## config.mk

```make
export PLATFORM = sky130hd
export DESIGN_NAME = spi_nor_cmd_seq
export DESIGN_NICKNAME = d
export VERILOG_FILES = /design/src/rtl/spi_nor_pkg.sv /design/src/rtl/spi_nor_opdecode.sv /design/src/rtl/spi_nor_reply.sv /design/src/rtl/spi_nor_cmd_seq.sv
export SDC_FILE = /design/constraint.sdc
export NUM_CORES = 1
export LEC_CHECK = 0
export BUFFER_PORTS_ARGS = -buffer_cell sky130_fd_sc_hd__buf_2
export CAP_MARGIN = 0
export CORE_UTILIZATION = 45
export CTS_CLUSTER_SIZE = 30
export DETAILED_ROUTE_END_ITERATION = 12
export GPL_ROUTABILITY_DRIVEN = 0
export PLACE_DENSITY_LB_ADDON = 0.2
export SETUP_SLACK_MARGIN = 0.4
export SLEW_MARGIN = 20
export SYNTH_ARGS = -nofsm -noshare
export SYNTH_HDL_FRONTEND = slang
export SYNTH_SLANG_ARGS = --single-unit
```

## constraint.sdc

```tcl
create_clock -name clk -period 4.39 [get_ports clk]
set_input_delay 0.439 -clock clk [delete_from_list [all_inputs] [get_ports clk]]
set_output_delay 0.439 -clock clk [all_outputs]
set_load 0.01 [all_outputs]
```

## src/rtl/spi_nor_pkg.sv

```systemverilog
package spi_nor_pkg;

  typedef enum logic [2:0] {
    ST_IDLE, ST_ADDR, ST_PROG, ST_READ, ST_STAT, ST_ID
  } seq_state_e;

  typedef enum logic [3:0] {
    K_NONE, K_PROG, K_READ, K_FREAD, K_LCLR, K_STAT, K_LSET,
    K_E4K, K_E32K, K_ESEC, K_IDENT, K_EALL
  } cmd_kind_e;

  localparam logic [7:0] OP_PROG  = 8'h02;
  localparam logic [7:0] OP_READ  = 8'h03;
  localparam logic [7:0] OP_LCLR  = 8'h04;
  localparam logic [7:0] OP_STAT  = 8'h05;
  localparam logic [7:0] OP_LSET  = 8'h06;
  localparam logic [7:0] OP_FREAD = 8'h0B;
  localparam logic [7:0] OP_E4K   = 8'h20;
  localparam logic [7:0] OP_E32K  = 8'h52;
  localparam logic [7:0] OP_ESEC  = 8'hD8;
  localparam logic [7:0] OP_IDENT = 8'h9F;
  localparam logic [7:0] OP_EALL  = 8'hC7;

  localparam logic [1:0] ERK_4K   = 2'd0;
  localparam logic [1:0] ERK_32K  = 2'd1;
  localparam logic [1:0] ERK_SECT = 2'd2;
  localparam logic [1:0] ERK_ALL  = 2'd3;

  function automatic logic [1:0] erase_code(cmd_kind_e k);
    case (k)
      K_E4K:   return ERK_4K;
      K_E32K:  return ERK_32K;
      K_ESEC:  return ERK_SECT;
      default: return ERK_ALL;
    endcase
  endfunction

endpackage

```

## src/rtl/spi_nor_opdecode.sv

```systemverilog
module spi_nor_opdecode
  import spi_nor_pkg::*;
#(
  parameter int unsigned FAST_DUMMY = 1,
  parameter int unsigned CNT_W      = 3
) (
  input  logic [7:0]       opcode,
  output cmd_kind_e        kind,
  output logic [CNT_W-1:0] need
);
  localparam logic [CNT_W-1:0] ADDR_LEN = CNT_W'(3);
  localparam logic [CNT_W-1:0] FAST_LEN = CNT_W'(3 + FAST_DUMMY);

  always_comb begin
    need = '0;
    case (opcode)
      OP_PROG:  begin kind = K_PROG;  need = ADDR_LEN; end
      OP_READ:  begin kind = K_READ;  need = ADDR_LEN; end
      OP_FREAD: begin kind = K_FREAD; need = FAST_LEN; end
      OP_E4K:   begin kind = K_E4K;   need = ADDR_LEN; end
      OP_E32K:  begin kind = K_E32K;  need = ADDR_LEN; end
      OP_ESEC:  begin kind = K_ESEC;  need = ADDR_LEN; end
      OP_LCLR:  kind = K_LCLR;
      OP_LSET:  kind = K_LSET;
      OP_STAT:  kind = K_STAT;
      OP_IDENT: kind = K_IDENT;
      OP_EALL:  kind = K_EALL;
      default:  kind = K_NONE;
    endcase
  end
endmodule

```

## src/rtl/spi_nor_reply.sv

```systemverilog
module spi_nor_reply
  import spi_nor_pkg::*;
#(
  parameter logic [23:0] ID_CODE = 24'h5A3C17,
  parameter logic [15:0] EXT_ID  = 16'h0000,
  parameter int unsigned CNT_W   = 3
) (
  input  logic             stb,
  input  seq_state_e       state,
  input  logic [CNT_W-1:0] idx,
  input  logic             wel,
  input  logic [7:0]       rd_data,
  output logic [7:0]       tx
);
  logic [7:0] id_byte;

  generate
    if (EXT_ID != 16'h0000) begin : g_ext
      always_comb begin
        case (idx)
          CNT_W'(0): id_byte = ID_CODE[23:16];
          CNT_W'(1): id_byte = ID_CODE[15:8];
          CNT_W'(2): id_byte = ID_CODE[7:0];
          CNT_W'(3): id_byte = EXT_ID[15:8];
          default:   id_byte = EXT_ID[7:0];
        endcase
      end
    end else begin : g_base
      always_comb begin
        case (idx)
          CNT_W'(0): id_byte = ID_CODE[23:16];
          CNT_W'(1): id_byte = ID_CODE[15:8];
          default:   id_byte = ID_CODE[7:0];
        endcase
      end
    end
  endgenerate

  always_comb begin
    tx = 8'h00;
    if (stb) begin
      case (state)
        ST_READ: tx = rd_data;
        ST_STAT: tx = {6'b0, wel, 1'b0};
        ST_ID:   tx = id_byte;
        default: tx = 8'h00;
      endcase
    end
  end
endmodule

```

## src/rtl/spi_nor_cmd_seq.sv

```systemverilog
module spi_nor_cmd_seq
  import spi_nor_pkg::*;
#(
  parameter int unsigned DEV_BYTES  = 1 << 21,
  parameter logic [23:0] ID_CODE    = 24'h5A3C17,
  parameter logic [15:0] EXT_ID     = 16'h0000,
  parameter int unsigned FAST_DUMMY = 1
) (
  input  logic        clk,
  input  logic        rst_n,
  input  logic        cs_n,
  input  logic        byte_stb,
  input  logic [7:0]  byte_in,
  output logic [7:0]  byte_out,
  output logic [23:0] arr_addr,
  input  logic [7:0]  arr_rdata,
  output logic        prog_req,
  output logic [23:0] prog_addr,
  output logic [7:0]  prog_data,
  output logic        erase_req,
  output logic [1:0]  erase_kind,
  output logic [23:0] erase_addr
);
  localparam int unsigned ADDR_W   = 24;
  localparam int unsigned ID_LEN   = (EXT_ID != 16'h0000) ? 5 : 3;
  localparam int unsigned MAX_SEQ  = ((3 + FAST_DUMMY) > ID_LEN) ? (3 + FAST_DUMMY) : ID_LEN;
  localparam int unsigned CNT_W    = $clog2(MAX_SEQ + 1);
  localparam logic [ADDR_W-1:0] LAST_ADDR = ADDR_W'(DEV_BYTES - 1);
  localparam logic [CNT_W-1:0]  ID_LAST   = CNT_W'(ID_LEN - 1);

  seq_state_e        state_q;
  cmd_kind_e         kind_q, dec_kind;
  logic [CNT_W-1:0]  cnt_q, need_q, dec_need;
  logic [ADDR_W-1:0] addr_q, addr_shift, addr_inc;
  logic              wel_q;
  logic              take;

  assign take       = byte_stb && !cs_n;
  assign addr_shift = {addr_q[15:0], byte_in};
  assign addr_inc   = (addr_q == LAST_ADDR) ? '0 : addr_q + 1'b1;
  assign arr_addr   = addr_q;

  spi_nor_opdecode #(.FAST_DUMMY(FAST_DUMMY), .CNT_W(CNT_W)) u_dec (
    .opcode (byte_in),
    .kind   (dec_kind),
    .need   (dec_need)
  );

  spi_nor_reply #(.ID_CODE(ID_CODE), .EXT_ID(EXT_ID), .CNT_W(CNT_W)) u_reply (
    .stb     (take),
    .state   (state_q),
    .idx     (cnt_q),
    .wel     (wel_q),
    .rd_data (arr_rdata),
    .tx      (byte_out)
  );

  always_ff @(posedge clk or negedge rst_n) begin
    if (!rst_n) begin
      state_q    <= ST_IDLE;
      kind_q     <= K_NONE;
      cnt_q      <= '0;
      need_q     <= '0;
      addr_q     <= '0;
      wel_q      <= 1'b0;
      prog_req   <= 1'b0;
      prog_addr  <= '0;
      prog_data  <= '0;
      erase_req  <= 1'b0;
      erase_kind <= '0;
      erase_addr <= '0;
    end else begin
      prog_req  <= 1'b0;
      erase_req <= 1'b0;
      if (cs_n) begin
        state_q <= ST_IDLE;
        cnt_q   <= '0;
      end else if (byte_stb) begin
        case (state_q)
          ST_IDLE: begin
            cnt_q  <= '0;
            kind_q <= dec_kind;
            need_q <= dec_need;
            case (dec_kind)
              K_PROG, K_READ, K_FREAD, K_E4K, K_E32K, K_ESEC: state_q <= ST_ADDR;
              K_LSET:  wel_q <= 1'b1;
              K_LCLR:  wel_q <= 1'b0;
              K_STAT:  state_q <= ST_STAT;
              K_IDENT: state_q <= ST_ID;
              K_EALL: if (wel_q) begin
                erase_req  <= 1'b1;
                erase_kind <= ERK_ALL;
                erase_addr <= '0;
              end
              default: ;
            endcase
          end
          ST_ADDR: begin
            cnt_q <= cnt_q + 1'b1;
            if (cnt_q < CNT_W'(3)) addr_q <= addr_shift;
            if (cnt_q == need_q - 1'b1) begin
              cnt_q <= '0;
              case (kind_q)
                K_PROG:          state_q <= ST_PROG;
                K_READ, K_FREAD: state_q <= ST_READ;
                default: begin
                  state_q <= ST_IDLE;
                  if (wel_q) begin
                    erase_req  <= 1'b1;
                    erase_kind <= erase_code(kind_q);
                    erase_addr <= (cnt_q < CNT_W'(3)) ? addr_shift : addr_q;
                  end
                end
              endcase
            end
          end
          ST_PROG: begin
            if (wel_q) begin
              prog_req  <= 1'b1;
              prog_addr <= addr_q;
              prog_data <= byte_in;
            end
            addr_q <= addr_inc;
          end
          ST_READ: addr_q <= addr_inc;
          ST_STAT: state_q <= ST_IDLE;
          ST_ID: begin
            if (cnt_q == ID_LAST) begin
              state_q <= ST_IDLE;
              cnt_q   <= '0;
            end else begin
              cnt_q <= cnt_q + 1'b1;
            end
          end
          default: state_q <= ST_IDLE;
        endcase
      end
    end
  end

  // a deselected device is idle on the next cycle
  p_desel_idle_r8: assert property (@(posedge clk) disable iff (!rst_n)
    cs_n |=> state_q == ST_IDLE);

  // opcode and address phases answer with zero
  p_quiet_out_r1: assert property (@(posedge clk) disable iff (!rst_n)
    (take && (state_q == ST_IDLE || state_q == ST_ADDR)) |-> byte_out == 8'h00);

  // erase only under a set latch
  p_erase_latch_r7: assert property (@(posedge clk) disable iff (!rst_n)
    erase_req |-> wel_q);

  // program only under a set latch
  p_prog_latch_r4: assert property (@(posedge clk) disable iff (!rst_n)
    prog_req |-> wel_q);

  // read address wraps at the end of the device
  p_read_wrap_r3: assert property (@(posedge clk) disable iff (!rst_n)
    (take && state_q == ST_READ && addr_q == LAST_ADDR) |=> addr_q == '0);

  // at most one request per cycle, each a single pulse
  p_one_req_r9: assert property (@(posedge clk) disable iff (!rst_n)
    $onehot0({prog_req, erase_req}));
  p_prog_pulse_r9: assert property (@(posedge clk) disable iff (!rst_n)
    prog_req |-> $past(take && state_q == ST_PROG));

  // status byte carries only the latch bit
  p_stat_shape_r5: assert property (@(posedge clk) disable iff (!rst_n)
    (take && state_q == ST_STAT) |-> (byte_out & 8'hFD) == 8'h00);
endmodule

```

==> results_dict.tcl, run 1 <==
set metrics [dict create \
    sw_frac_of_total_pct 37.57 \
    initial_utilization_pct 46.85 \
    synthArstFlopShare_pct 100.0 \
    routed_wl_mm 15.19 \
    area_delta_synth_final_pct 16.14 \
    clk_path_buf_depth 2 \
    arrival_ps 2950 \
    die_h_um 112.0 \
    fin_crit_ps 2719 \
    path_max_fanout 33 \
    antenna_found_initial 0 \
    clkLatencyLatePin_ps 350 \
    hold_viol_final 0 \
    synth_seq_cells 97 \
    synth_xor_area_share_pct 0.3219 \
    final-setup-viol-count 0 \
    clk_pin_slew_worst_paths_ps 70 \
    p_leak_nw 3.139 \
    grt_max_degree 54 \
    synth_compound_area_share_pct 13.73 \
    yosysMostFrequentCell "dfrtp_1" \
    rsz0062_at_grt "no" \
    avgSynthCellArea_um2 9.563 \
    post-dp-hpwl_mm 10.63 \
    die_area_mm2 0.01254 \
    synth_top_family_by_area "simple AND/OR/NAND/NOR gates" \
    synthTopCellsByArea "dfrtp_1, mux2_2, nand2_1" \
    synth-simple-area-share_pct 21.50 \
    power_density_mw_per_mm2 425.8 \
    synth_commonest_cells "dfrtp_1, nand2_1, a21oi_1, nor2_1, mux2_2" \
    fillers 1076 \
    synthMuxAreaShare_pct 14.26 \
    p_int_mw 1.680 \
    cts_resized 0 \
    regArea_mm2 0.002427 \
    synth_fa_ha_area_share_pct 1.150 \
    min_path_type "input port to async pin" \
    n_antenna_cell 0 \
    drive_gt1_share_pct 27.33 \
    core-area_mm2 0.01161 \
    grt_pass1_wl_mm 24.57 \
    startpoint_type "flip-flop" \
    fin_util_pct 54.42 \
    hold_slack_ps 129.7 \
    synth_cells 569 \
    wire_per_inst_um 19.03 \
    grt_overflow 0 \
    status "finished with violations" \
    multi_input_area_mm2 0.002773 \
    power_frac_clock_pct 29.3 \
    vias 4801 \
    worstMarginPinSlew_ps 948.4 \
    end_kind "flip-flop" \
    finalCritPeriodShare_pct 61.94 \
    grt_pass1_vias 4778 \
    track_usage_pct 25.29 \
    power_frac_seq_pct 49.8 \
    yosysSeqAreaShare_pct 44.61 \
    finalNetCount 675 \
    critical_path_class "flip-flop to flip-flop" \
    rows 39 \
    max_freq_mhz 367.7 \
    portBuffers 111 \
    drtPass1Iterations 9 \
    drv_slew 0 \
    final_antenna_net_count 0 \
    synth_flop_cell "dfrtp_1" \
    yosysUniqueCellTypes 73 \
    comb_power_share_pct 20.9 \
    syn_nets 594 \
    die_x_um 112.0 \
    cts_tree "yes" \
    drt-vias-per-instance 6.016 \
    cts_inserted_buffers 9 \
    irDropWorstVdd_mv 0.1977 \
    post-route-drc-count 7 \
    synth_area_leader_cell "dfrtp_1" \
    cts_hold_buf 0 \
    power_switching_mw 1.011 \
    violations "DRC" \
    synth_enable_flop_cells 0 \
    clock_sinks 97 \
    post_cts_buffers 0 \
    h-tree-depth 3 \
    clockRootBuffer "clkbuf_16" \
    slew_headroom_pct 36.77 \
    yosysTopAreaCellShare_pct 44.61 \
    io_pins 112 \
    yosysWarningCount 0 \
    skew_ps 6.955 \
    required_ps 4620 \
    tns_ps 0 \
    synth_area_mm2 0.005441 \
    drv_cap 0 \
    dr.first_iter.drc_count 380 \
]
==> power by group through the flow <==
stage	sequential [mW]	clock, mW	combinational [mW]
CTS	1.32	0.810	0.565
detailed placement	1.34	0	0.562
global placement	1.34	0	0.555
floorplan	1.19	0	0.398
finish	1.34	0.788	0.563
global route	1.35	0.842	0.627
==> metrics by stage <==
step           cell area, um2  instances  power (mW)  worst slack (ps)
2_1_floorplan            5441        569       1.587              2314
3_3_place_gp             6023        782       1.895              1833
3_5_place_dp             6023        782       1.903              1720
4_1_cts                  6320        798       2.700              1712
5_1_grt                  6320        798       2.820              1522
6_report                 6320        798       2.691              1671
==> sequential cells by signal (all words and copies together) (netlist names) <==
name and flops:
arr_addr 24, erase_addr 24, prog_addr 24, prog_data 8, kind_q 4, cnt_q 3, state_q 3, erase_kind 2
need_q 2, erase_req 1, prog_req 1, wel_q 1
==> metal layers <==
metal  global-route usage, %  wire, um  vias up
met3                   4.137       904       43
met5                       0         0        -
met2                   40.79      7323      214
li1                        -         -     2236
met1                   32.91      6385     2308
met4                   13.07       574        0
==> cells in the final DEF, fill, tap and decap left out, types with 6 or more instances in the layout <==
cell,count
mux2_1,23
nand2b_1,8
clkbuf_16,9
or3_1,9
and3_1,6
a31oi_1,6
nor3_1,10
nor4_1,6
a22oi_1,10
nand2_1,74
buf_4,7
nand4_1,9
nor2b_1,6
o21ai_0,16
nand3_1,20
dfrtp_1,97
a21oi_1,39
nor2_1,39
o22ai_1,6
mux2i_1,13
inv_1,11
mux2_2,33
buf_2,110
==> critical path, stage by stage (launching register included) <==
cell and delay [ps]:
dfrtp_1 600, nand2b_1 660, nor2_1 230, nand3b_1 280, buf_4 420, mux2_2 380
==> kinds of logic after synthesis <==
| kind of cell | count (synthesis) |
|---|---|
| AO/OA/AOI/OAI | 114 |
| buffers and inverters | 58 |
| multiplexers | 70 |
| flip-flops | 97 |
| AND/OR/NAND/NOR | 223 |
| adder cells (fa/ha/maj) | 5 |
| XOR/XNOR | 2 |
==> layout make-up <==
cell class              instances  share of cell area [%]
multi-input cells             414                   43.87
clock inverters                 7                   1.128
clock buffers                   9                   3.564
well taps                     143                   2.831
inverters                      11                  0.6533
repair buffers                117                   9.543
flip-flops and latches         97                   38.41
==> worst paths after layout <==
path                                   to            from  cells past startpoint  slack, ps
max reg2reg                  prog_data[3]      state_q[2]                      5       1670
max in group asynchronous   erase_addr[4]           rst_n                      2       3240
min                         prog_addr[16]           rst_n                      1        130
max                          prog_data[3]      state_q[2]                      5       1670
min in group clk               state_q[1]            cs_n                      2        400
min reg2reg                erase_addr[13]  erase_addr[13]                      1        480
No activity file was read; power rests on OpenSTA's default activity.
==> inputs of run 2 (changes only) <==
--- a/config.mk
+++ b/config.mk
@@ -5,6 +5,7 @@
 export SDC_FILE = /design/constraint.sdc
 export NUM_CORES = 1
 export LEC_CHECK = 0
+export ABC_AREA = 1
 export BUFFER_PORTS_ARGS = -buffer_cell sky130_fd_sc_hd__buf_2
 export CAP_MARGIN = 0
 export CORE_UTILIZATION = 45
==> constraint.sdc (replaced) <==
create_clock -name clk -period 2.4 [get_ports clk]
set_input_delay 0.24 -clock clk [delete_from_list [all_inputs] [get_ports clk]]
set_output_delay 0.24 -clock clk [all_outputs]
set_load 0.01 [all_outputs]
==> run 2 against run 1 <==
Effect of this change: the flow now finishes without violations; first-iteration DRC count grew 1.1%; clock power rose by 83%; global-route usage rose by 0.20 points; synthesized cell count is 40% higher; critical endpoint is now byte_out[2]; largest power group unchanged.
==> results_dict.tcl, run 2 <==
set metrics [dict create \
    wire_per_inst_um 14.85 \
    finalNetCount 933 \
    cp_num_buf_inv 4 \
    routed_wl_mm 16.10 \
    yosysMostFrequentCell "nand2_1" \
    end_kind "output port" \
    final_area_mm2 0.006932 \
    min_path_type "input port to flip-flop" \
    hold_viol_final 0 \
    final_common_cell "nand2_1" \
    avgSynthCellArea_um2 7.332 \
    vias 5561 \
    power_frac_clock_pct 21.6 \
    synth_xor_area_share_pct 0.7522 \
    synth_commonest_cells "nand2_1, dfrtp_1, inv_1" \
    comb_power_share_pct 39.2 \
    dr.first_iter.drc_count 384 \
    n_antenna_cell 0 \
    tns_ps 0 \
    power_density_mw_per_mm2 957.9 \
    drv_cap 0 \
    synth-simple-area-share_pct 31.91 \
    final-setup-viol-count 0 \
    area_delta_synth_final_pct 19.06 \
    startpoint_type "flip-flop" \
    grt_max_degree 52 \
    critical_path_class "flip-flop to output port" \
    slew_headroom_pct 65.76 \
    synthTopCellsByArea "dfrtp_1, nand2_1, inv_1" \
    fin_crit_ps 1917 \
    yosysUniqueCellTypes 37 \
    final_antenna_net_count 0 \
    yosysTopAreaCellShare_pct 41.69 \
    post-dp-hpwl_mm 11.57 \
    p_leak_nw 3.569 \
    synth_area_mm2 0.005822 \
    clk_pin_slew_worst_paths_ps 70 \
    die_x_um 115.7 \
    crit_family "flip-flops" \
    drt-vias-per-instance 5.130 \
    path_cells "inv_2 > ha_4 > inv_1 > nor2_2 > inv_1 > o21ai_0 > a21oi_1 > buf_2" \
    power_frac_seq_pct 39.2 \
    synth_top_family_by_area "simple AND/OR/NAND/NOR gates" \
    skew_ps 11.19 \
    drive_gt1_share_pct 26.54 \
    drtPass1Iterations 5 \
    track_usage_pct 25.49 \
    grt_pass1_vias 5110 \
    clkLatencyLatePin_ps 360 \
    h-tree-depth 3 \
    p_int_mw 3.790 \
    dpl_cell_area_mm2 0.006555 \
    fillers 1255 \
    critPathMaxStageDelay_ps 450 \
    die_h_um 115.7 \
    synth_area_leader_cell "dfrtp_1" \
    rows 41 \
    antenna_found_initial 0 \
    layout_common_cells "nand2_1, buf_2, dfrtp_1" \
    setup_ws_ps 483.3 \
    worstMarginPinSlew_ps 508.3 \
    yosysSeqAreaShare_pct 41.69 \
    synth_enable_flop_cells 0 \
    irDropWorstVdd_mv 0.4935 \
    grt_pass1_wl_mm 25.98 \
    finalCritPeriodShare_pct 79.86 \
    core-area_mm2 0.01262 \
    io_pins 112 \
    cts_inserted_buffers 9 \
    clock_sinks 97 \
    grt_overflow 0 \
    rsz0062_at_grt "yes" \
    sw_frac_of_total_pct 42.93 \
    synth_cells 794 \
    initial_utilization_pct 46.13 \
    synth_compound_area_share_pct 15.41 \
    synthMuxAreaShare_pct 0 \
    drv_slew 0 \
    place_ws_ps 491.4 \
    synth_seq_cells 97 \
    syn_nets 819 \
    required_ps 2160 \
    status "complete, no violations" \
    synth_flop_cell "dfrtp_1" \
    die_area_mm2 0.01340 \
    post-route-drc-count 0 \
    portBuffers 111 \
    clockRootBuffer "clkbuf_16" \
    clk_path_buf_depth 2 \
    cts_tree "yes" \
    max_freq_mhz 521.7 \
    arrival_ps 1680 \
    crit_slowest_cell "dfrtp_2" \
    cpMostUsedCell "inv_1" \
    path_max_fanout 6 \
    power_switching_mw 2.850 \
    yosysWarningCount 0 \
    regArea_mm2 0.002430 \
    synth_fa_ha_area_share_pct 1.075 \
    multi_input_area_mm2 0.002887 \
    synthArstFlopShare_pct 100.0 \
]
[run 2: cell count changes after synthesis, sizes merged, moves of 9 or more]
| cell | previous run | this run |
|---|---|---|
| nand2 | 75 | 256 |
| o21ai | 21 | 117 |
| inv | 11 | 94 |
| mux2 | 57 | 0 |
| nor2 | 39 | 80 |
| clkbuf | 30 | 5 |
| nand3 | 21 | 45 |
| a21oi | 40 | 19 |
| mux2i | 13 | 0 |
| or3 | 9 | 0 |
[run 2: power groups by stage]
| stage | Sequential, mW | Combinational [mW] | Clock (mW) |
|---|---|---|---|
| after floorplan | 2.66 | 1.52 | 0 |
| after global placement | 2.61 | 2.57 | 0 |
| after detailed placement | 2.61 | 2.59 | 0 |
| after CTS | 2.59 | 2.60 | 1.46 |
| after global routing | 2.66 | 2.91 | 1.52 |
| final | 2.60 | 2.60 | 1.44 |
[run 2: worst paths after layout]
kind | startpoint | to | slack (ps) | depth (start not counted)
worst max-delay path | cnt_q[0] | byte_out[2] | 480 | 8
worst min-delay path | byte_in[2] | prog_data[2] | 170 | 3
worst max register to register | cnt_q[2] | erase_addr[23] | 520 | 8
worst min register to register | erase_kind[0] | erase_kind[0] | 480 | 2
max in group asynchronous | rst_n | arr_addr[3] | 1350 | 3
min in group asynchronous | rst_n | prog_addr[19] | 360 | 2
[run 2: worst reg2reg max path, stage by stage, from the launching register on]
cell     delay (ps)
dfrtp_1         480
inv_1           130
nand3_1         100
nand3_1         140
o21ai_2         190
nand3_4         290
buf_4           310
nand2_1          80
o21ai_2          50
[run 2: cell families (layout without fill, tap and decap cells)]
kind of cell    after synthesis  count (layout)
fa+ha+maj                     5               5
simple gates                413             413
xor+xnor                      5               5
buf+inv                     122             240
flops                        97              97
compound gates              152             152
[run 2: stage by stage]
step                cells  util [%]  power (mW)  hold WS (ps)
floorplan             794         -       4.171        -55.59
global placement     1061     51.94       5.187         213.4
detailed placement   1061     51.94       5.204         206.5
CTS                  1077     54.30       6.651         158.5
global route         1084     54.93       7.100         180.3
finish               1084     54.93       6.640         166.7
[run 2: what timing repair did]
action / 4_1_cts / 5_1_grt
endpoints found under the setup margin: 8 / 19
pin swaps: 1 / 3
buffers inserted: 0 / 7
hold buffers: 1 / 0
gates resized for setup: 4 / 9
endpoints found under the hold margin: 27 / 0
[run 2: area by class of cell]
cell class                      count  area share, %
Multi-Input combinational cell    575          41.64
Sequential cell                    97          35.05
Timing Repair Buffer              131          10.97
Inverter                           94          5.199
Clock buffer                       12          3.412
Tap cell                          172          3.105
Clock inverter                      3         0.6137
[run 2: layer usage]
layer	wire, um	vias to the layer above	track usage, %
met3	814	24	4.864
met1	7286	2580	33.57
li1	-	2773	-
met4	366	0	9.658
met5	0	-	0
met2	7628	184	41.72
